===== src/rtl/rpg_pkg.sv =====
package rpg_pkg;

  // Width of a counter that must hold values 0..n.
  function automatic int unsigned cnt_width(input int unsigned n);
    return (n < 2) ? 1 : $clog2(n + 1);
  endfunction

endpackage


===== src/rtl/rpg_rst_sync.sv =====
module rpg_rst_sync #(
  parameter int unsigned STAGES = 2
) (
  input  logic clk,
  input  logic arst_n,
  output logic srst_n
);

  logic [STAGES-1:0] sync_q;
  logic [STAGES-1:0] sync_d;

  always_comb begin
    sync_d = {sync_q[STAGES-2:0], 1'b1};
  end

  always_ff @(posedge clk or negedge arst_n) begin
    if (!arst_n) begin
      sync_q <= '0;
    end else begin
      sync_q <= sync_d;
    end
  end

  assign srst_n = sync_q[STAGES-1];

endmodule


===== src/rtl/rpg_trigger.sv =====
module rpg_trigger #(
  parameter int unsigned CW           = 4,
  parameter int unsigned RESET_CYCLES = 10,
  parameter int unsigned MIN_CYCLES   = 7
) (
  input  logic          supply_low,
  input  logic          mr_n,
  input  logic [CW-1:0] cnt_q,
  output logic          trig,
  output logic [CW-1:0] load_val
);

  localparam logic [CW-1:0] NOMINAL = CW'(RESET_CYCLES);
  localparam logic [CW-1:0] MINIMUM = CW'(MIN_CYCLES);

  logic manual_req;

  assign manual_req = ~mr_n;

  always_comb begin
    trig     = supply_low | manual_req;
    load_val = cnt_q;
    if (supply_low) begin
      // supply event: full nominal stretch
      load_val = NOMINAL;
    end else if (manual_req) begin
      // manual event: at least the minimum, never shorter than what runs
      load_val = (cnt_q > MINIMUM) ? cnt_q : MINIMUM;
    end
  end

endmodule


===== src/rtl/rpg_stretch.sv =====
module rpg_stretch #(
  parameter int unsigned CW           = 4,
  parameter int unsigned RESET_CYCLES = 10
) (
  input  logic          clk,
  input  logic          rst_n,
  input  logic          trig,
  input  logic [CW-1:0] load_val,
  output logic [CW-1:0] cnt_q,
  output logic          active_d
);

  localparam logic [CW-1:0] NOMINAL = CW'(RESET_CYCLES);

  logic [CW-1:0] cnt_d;
  logic          cnt_en;

  always_comb begin
    cnt_en = trig | (cnt_q != '0);
    cnt_d  = cnt_q;
    if (trig) begin
      cnt_d = load_val;
    end else if (cnt_q != '0) begin
      cnt_d = cnt_q - 1'b1;
    end
    active_d = trig | (cnt_d != '0);
  end

  always_ff @(posedge clk or negedge rst_n) begin
    if (!rst_n) begin
      cnt_q <= NOMINAL;
    end else if (cnt_en) begin
      cnt_q <= cnt_d;
    end
  end

endmodule


===== src/rtl/rpg_out_stage.sv =====
module rpg_out_stage (
  input  logic clk,
  input  logic rst_n,
  input  logic active_d,
  output logic rst_n_o,
  output logic rst_o
);

  logic lo_q;
  logic hi_q;

  always_ff @(posedge clk or negedge rst_n) begin
    if (!rst_n) begin
      lo_q <= 1'b0;
      hi_q <= 1'b1;
    end else begin
      lo_q <= ~active_d;
      hi_q <= active_d;
    end
  end

  assign rst_n_o = lo_q;
  assign rst_o   = hi_q;

endmodule


===== src/rtl/rst_pulse_gen.sv =====
module rst_pulse_gen #(
  parameter int unsigned RESET_CYCLES = 10_000_000,
  parameter int unsigned MIN_CYCLES   = 7_000_000
) (
  input  logic clk,
  input  logic por_n,
  input  logic supply_low,
  input  logic mr_n,
  output logic rst_n_o,
  output logic rst_o
);

  localparam int unsigned CW = rpg_pkg::cnt_width(RESET_CYCLES);

  logic          rst_int_n;
  logic          trig;
  logic [CW-1:0] load_val;
  logic [CW-1:0] cnt_q;
  logic          active_d;

  rpg_rst_sync #(.STAGES(2)) u_sync (
    .clk    (clk),
    .arst_n (por_n),
    .srst_n (rst_int_n)
  );

  rpg_trigger #(
    .CW           (CW),
    .RESET_CYCLES (RESET_CYCLES),
    .MIN_CYCLES   (MIN_CYCLES)
  ) u_trig (
    .supply_low (supply_low),
    .mr_n       (mr_n),
    .cnt_q      (cnt_q),
    .trig       (trig),
    .load_val   (load_val)
  );

  rpg_stretch #(
    .CW           (CW),
    .RESET_CYCLES (RESET_CYCLES)
  ) u_cnt (
    .clk      (clk),
    .rst_n    (rst_int_n),
    .trig     (trig),
    .load_val (load_val),
    .cnt_q    (cnt_q),
    .active_d (active_d)
  );

  rpg_out_stage u_out (
    .clk      (clk),
    .rst_n    (rst_int_n),
    .active_d (active_d),
    .rst_n_o  (rst_n_o),
    .rst_o    (rst_o)
  );

endmodule


===== config.mk =====
export PLATFORM = sky130hd
export DESIGN_NAME = rst_pulse_gen
export DESIGN_NICKNAME = d
export VERILOG_FILES = /design/src/rtl/rpg_pkg.sv /design/src/rtl/rpg_rst_sync.sv /design/src/rtl/rpg_trigger.sv /design/src/rtl/rpg_stretch.sv /design/src/rtl/rpg_out_stage.sv /design/src/rtl/rst_pulse_gen.sv
export SDC_FILE = /design/constraint.sdc
export NUM_CORES = 1
export LEC_CHECK = 0
export ABC_AREA = 0
export CAP_MARGIN = 20
export CORE_ASPECT_RATIO = 0.8
export CORE_MARGIN = 3
export CORE_UTILIZATION = 35
export CTS_CLUSTER_SIZE = 12
export DETAILED_ROUTE_END_ITERATION = 6
export DONT_BUFFER_PORTS = 1
export PLACE_DENSITY_LB_ADDON = 0.25
export SYNTH_ARGS = -nofsm -noshare
export SYNTH_HDL_FRONTEND = slang
export SYNTH_SLANG_ARGS = --single-unit

===== constraint.sdc =====
create_clock -name clk -period 1.7 [get_ports clk]
set_input_delay 0.425 -clock clk [delete_from_list [all_inputs] [get_ports clk]]
set_output_delay 0.425 -clock clk [all_outputs]
set_load 0.01 [all_outputs]

Word level (Yosys, flattened, before mapping)
Cells that the tools add are included.

Word-level logic and storage cells: 18. Bits in writable memories: 0. Output and inout bits: 2. Memories kept: 0. ROM bits: 0. Input bits: 4. Bits in latches: 0. Register bits: 28.

$mul: 0. Shift-type cells: 0. Add/subtract/negate cells: 1. Equality and inequality tests: 0. Mux-type cells: 5. Divide/modulo/power cells: 0. Reductions and logical operators: 2. Bitwise logic cells: 5. Magnitude comparators: 1.

Operators with widths (number): 2-to-1 mux 24 bit (5); nonzero test 24 bit (2); greater-than comparator 24 x 23 -> 1 bit, second input constant (1); subtractor 24 x 1 -> 24 bit, second input constant (1); OR 1 bit (3); inverter 1 bit (2).

Longest topological paths before layout
Word-level depth: 8. Gate-level depth with buffers: 11. Mapped depth without buffers: 10.

Cells and area by module
A second synthesis with hierarchy kept.

Cell total of the unflattened synthesis: 229. Area total of the unflattened synthesis: 2042.0 µm².

Modules (own cells, without submodules): rpg_stretch (seq. area each 610.6 µm², area each 1570.3 µm², instances 1, cells each 170); rpg_trigger (seq. area each 0.0 µm², area each 362.8 µm², instances 1, cells each 53); rpg_out_stage (seq. area each 51.3 µm², area each 55.1 µm², instances 1, cells each 3); rpg_rst_sync (seq. area each 50.0 µm², area each 53.8 µm², instances 1, cells each 3).

Least setup slack after synthesis
Ideal clock, no wire load.

Path type: register -> register. Start point: register u_cnt.cnt_q[16]. End point: register u_out.lo_q (netlist: u_out.rst_n_o). Clock period less this slack: 2.721 ns. Library setup time: 0.068 ns. Path buffers: 2. Arrival: 2.654 ns. Data required time: 1.632 ns. Cell stages (with the launch flop): 11. Setup slack: -1.021 ns. Cells stage by stage: dfrtp_1 buf_6 or3_4 nor4_4 a21oi_2 or3_1 buf_6 o221a_4 nand4b_4 nor4_2 and4_1.

Cells in the longest elaborated chain, start to end: 8. Elaborated cells between the ends (all ways): 11. Classes of those cells: add/sub: 1; order compare: 1; mux: 5; bitwise: 2; reduce/logical: 2.

RTL lines: start, declared (RTL line rpg_stretch.sv:9) `output logic [CW-1:0] cnt_q,`; start signal, assigned (RTL line rpg_stretch.sv:33) `cnt_q <= cnt_d;`; greater-than comparator 24 x 23 -> 1 bit (RTL line rpg_trigger.sv:28) `load_val = (cnt_q > MINIMUM) ? cnt_q : MINIMUM;`; 2-to-1 mux 24 bit (RTL line rpg_trigger.sv:28); 2-to-1 mux 24 bit (RTL line rpg_trigger.sv:26) `end else if (manual_req) begin`; 2-to-1 mux 24 bit (RTL line rpg_trigger.sv:23) `if (supply_low) begin`; 2-to-1 mux 24 bit * (RTL line rpg_stretch.sv:21) `if (trig) begin`; nonzero test 24 bit * (RTL line rpg_stretch.sv:26) `active_d = trig | (cnt_d != '0);`; OR 1 bit * (RTL line rpg_stretch.sv:26); inverter 1 bit * (RTL line rpg_out_stage.sv:17) `lo_q <= ~active_d;`; end signal, assigned (RTL line rpg_out_stage.sv:17); end, declared (RTL line rpg_out_stage.sv:9) `logic lo_q;`.

Every way passes the cells marked *; elsewhere a longest branch is shown, timed or not. A chain may end at the register's enable or synchronous reset.

Worst setup path in the final report
Ends and elaborated chain as after synthesis.

==> impl_metrics.yaml <==
pwr:
  p_leak_nw: 1.56
  power_density_mw_per_mm2: 578
  p_sw_mw: 0.729
  total_power_mw: 2.16
  p_clk_share_pct: 25.8
  p_int_mw: 1.43
  swShare_pct: 33.7
  vdd_drop_max_uv: 387
  pwr-share-seq_pct: 35.0
  p_comb_share_pct: 39.1
synthesis:
  synth_top_area_cell: "dfrtp_1"
  ys_seq_area_share_pct: 35.6
  postSynth.asyncResetShare_pct: 100
  dominantRegCellSynth: "dfrtp_1"
  syn_inst: 246
  syn_nets: 251
  ys_warn_count: 0
  synth_most_common_cell: "nand2_1"
  netlist_area_sq_mm: 0.00200
  netlist_top_cells_area: "dfrtp_1 24%, dfstp_2 12%, nand2_1 4.9%"
  avgSynthCellArea_sq_um: 8.12
  synth.distinct_cells: 52
  yosys-top-cells-count: "26 x nand2_1, 23 x nor2_1, 19 x dfrtp_1, 18 x o21ai_0, 15 x nor3_1"
  ys_ff_latch: 28
  synth_edf_count: 0
  synth_top_area_share_pct: 23.8
layout:
  drive_above_1_share_pct: 61.4
  diodes: 0
  num-fill-cells: 349
  fin_nets: 376
  final_cell_area_sq_mm: 0.00373
  fin_util_pct: 70.9
  area_delta_synth_final_pct: 86.9
  fin_cells: 445
clocking:
  ctsHtreeMaxLevel: 1
  cts_tree: "done"
  root_buffer: "clkbuf_8"
  max-clock-path-buffers: 2
  insertion_delay_ps: 290
  cts_buffers: 3
  clock_sinks: 28
  path_clk_slew_ps: 110
status:
  violations: "setup timing"
  status: "finished, violations left"
hold_path:
  min_to: "u_cnt.cnt_q[17]"
  hp-start: "supply_low"
  timing.hold.worst_path_depth: 1
  hp-class: "in -> reg"
detailed_routing:
  wl_per_cell_microns: 20.6
  viasPerCell: 6.08
  drtIter0Drc: 416
  highest-signal-layer: "met4"
  final_antenna_net_count: 0
  drt-met1-wl_microns: 3780
  totalWireLength_microns: 9170
  wl_met3_microns: 843
  first_pass_iters: 5
  drc_errors: 0
  vias: 2707
  dr_wl_met2_microns: 4170
sta:
  finClkSkew_ps: 6.07
  max_freq_mhz: 367
  setup_viol: 26
  worst_slack_ps: -1030
  fin_crit_ps: 2730
  slew_viol_final: 0
  hold_viol: 0
  setup_tns_ps: -15300
  fin_worst_hold_slack_ps: 182
  rsz0062_at_grt: "true"
  fin_crit_sh_pct: 160
place:
  place.gp.congestion: 0.961
  dp_cells: 413
  port_buffers: 0
  dp_slack_ps: -1160
  place_area_sq_mm: 0.00286
  dp_hpwl_microns: 5660
floorplanning:
  initial_core_util_pct: 37.9
  die_area_sq_mm: 0.00666
  fp-row-count: 23
  fp.dieW_microns: 90.5
  die_h_microns: 73.6
  ios: 6
  coreArea_sq_mm: 0.00527
worst_setup_path:
  timing.critical_path.from_type: "flop"
  r2r_cells: 9
  r2r_slack_ps: -1030
  required_ps: 1930
  crit_path_end_kind: "flop"
  r2r_start: "u_cnt.cnt_q[16]"
  critPathKind: "reg -> reg"
  worst_r2r_endpoint: "u_out.rst_n_o"
  crit_path_max_fanout: 9
  arrival_ps: 2960
global_routing:
  grt_pass1_wl_microns: 13000
  track_usage_pct: 24.9
  antenna_found_initial: 0
  grt_max_degree: 27
  grt_overflow: 0
  grt_pass1_vias: 2569
flow_run:
  maxCapViolCount: 0
[per-layer routing]
layer	up-vias	track usage (%)
li1	1181	-
met1	1287	31.8
met2	183	40.8
met3	56	6.04
met4	0	10.4
met5	-	0
[flip-flops by register name, summed over array words and instances, names as in the netlist]
register and count:
u_cnt.cnt_q 24, u_out.rst_n_o 1, u_out.rst_o 1, u_sync.sync_q 2
[logic make-up after synthesis]
logic type	Yosys count	synth area share, %
compound gates	61	20.6
xor+xnor	2	0.877
simple gates	124	34.9
fa+ha+maj	1	0.626
other cells	1	0.188
buf+inv	26	5.64
mux	3	1.50
flops	28	35.6
[cell type report]
cell class | instances | area [sq um] | share of cell area (%)
clock inverter | 1 | 30.0 | 0.804
inverter | 12 | 45.0 | 1.21
tap | 75 | 93.8 | 2.51
timing repair buffer | 134 | 1130 | 30.4
multi-input combinational | 192 | 1680 | 44.9
sequential | 28 | 714 | 19.1
clock buffer | 3 | 41.3 | 1.11
[how the worst max path moves through the flow]
stage / startpoint / cells past startpoint / end
after global placement: u_cnt.cnt_q[3] / 10 / u_out.rst_n_o
final: u_cnt.cnt_q[16] / 9 / u_out.rst_n_o
after global routing: u_cnt.cnt_q[5] / 9 / u_out.rst_n_o
after CTS: u_cnt.cnt_q[6] / 10 / u_out.rst_n_o
after floorplan: u_cnt.cnt_q[17] / 9 / u_out.rst_n_o
after detailed placement: u_cnt.cnt_q[3] / 9 / u_out.rst_n_o
[worst max-delay path, cell delays in order (launching register included)]
cell and delay, ps:
dfrtp_1 460, or3_4 400, or4_4 440, buf_8 170
o211ai_1 310, nor4_2 90, xnor2_1 160, nand2_1 120
nor4_4 280, and4_1 230
[layout by cell type, fill, tap and decap left out, drive strengths merged, types with 2 or more instances in the layout]
cell type  instances
buf              133
nand2             26
nor2              23
dfrtp             19
o21ai             19
nor3              15
nor4              15
a21oi             12
inv               10
dfstp              9
nand4              8
or3                8
nand3              7
and3               5
or4                4
a31oi              4
mux2i              3
o211ai             3
clkbuf             3
and4               3
a211oi             3
clkinv             2
a221oi             2
xnor2              2
nor4b              2
a21o               2
nand4b             2
o21a               2
o2111ai            2
o31ai              2
o221ai             2
or2                2
[power by group through the flow]
stage | clock network, mW | registers, mW | logic [mW]
after floorplan | 0 | 0.767 | 0.271
after global placement | 0 | 0.759 | 0.595
after detailed placement | 0 | 0.761 | 0.600
after CTS | 0.563 | 0.753 | 0.700
after global routing | 0.589 | 0.762 | 0.886
final | 0.557 | 0.757 | 0.845
[timing repair]
action	in CTS	in global routing
setup buffers	12	18
setup endpoints to repair	26	26
hold buffers	1	0
resized for setup	69	64
pin swaps	18	30
endpoints found under the hold margin	2	0
Power figures use the tool's default switching activity.
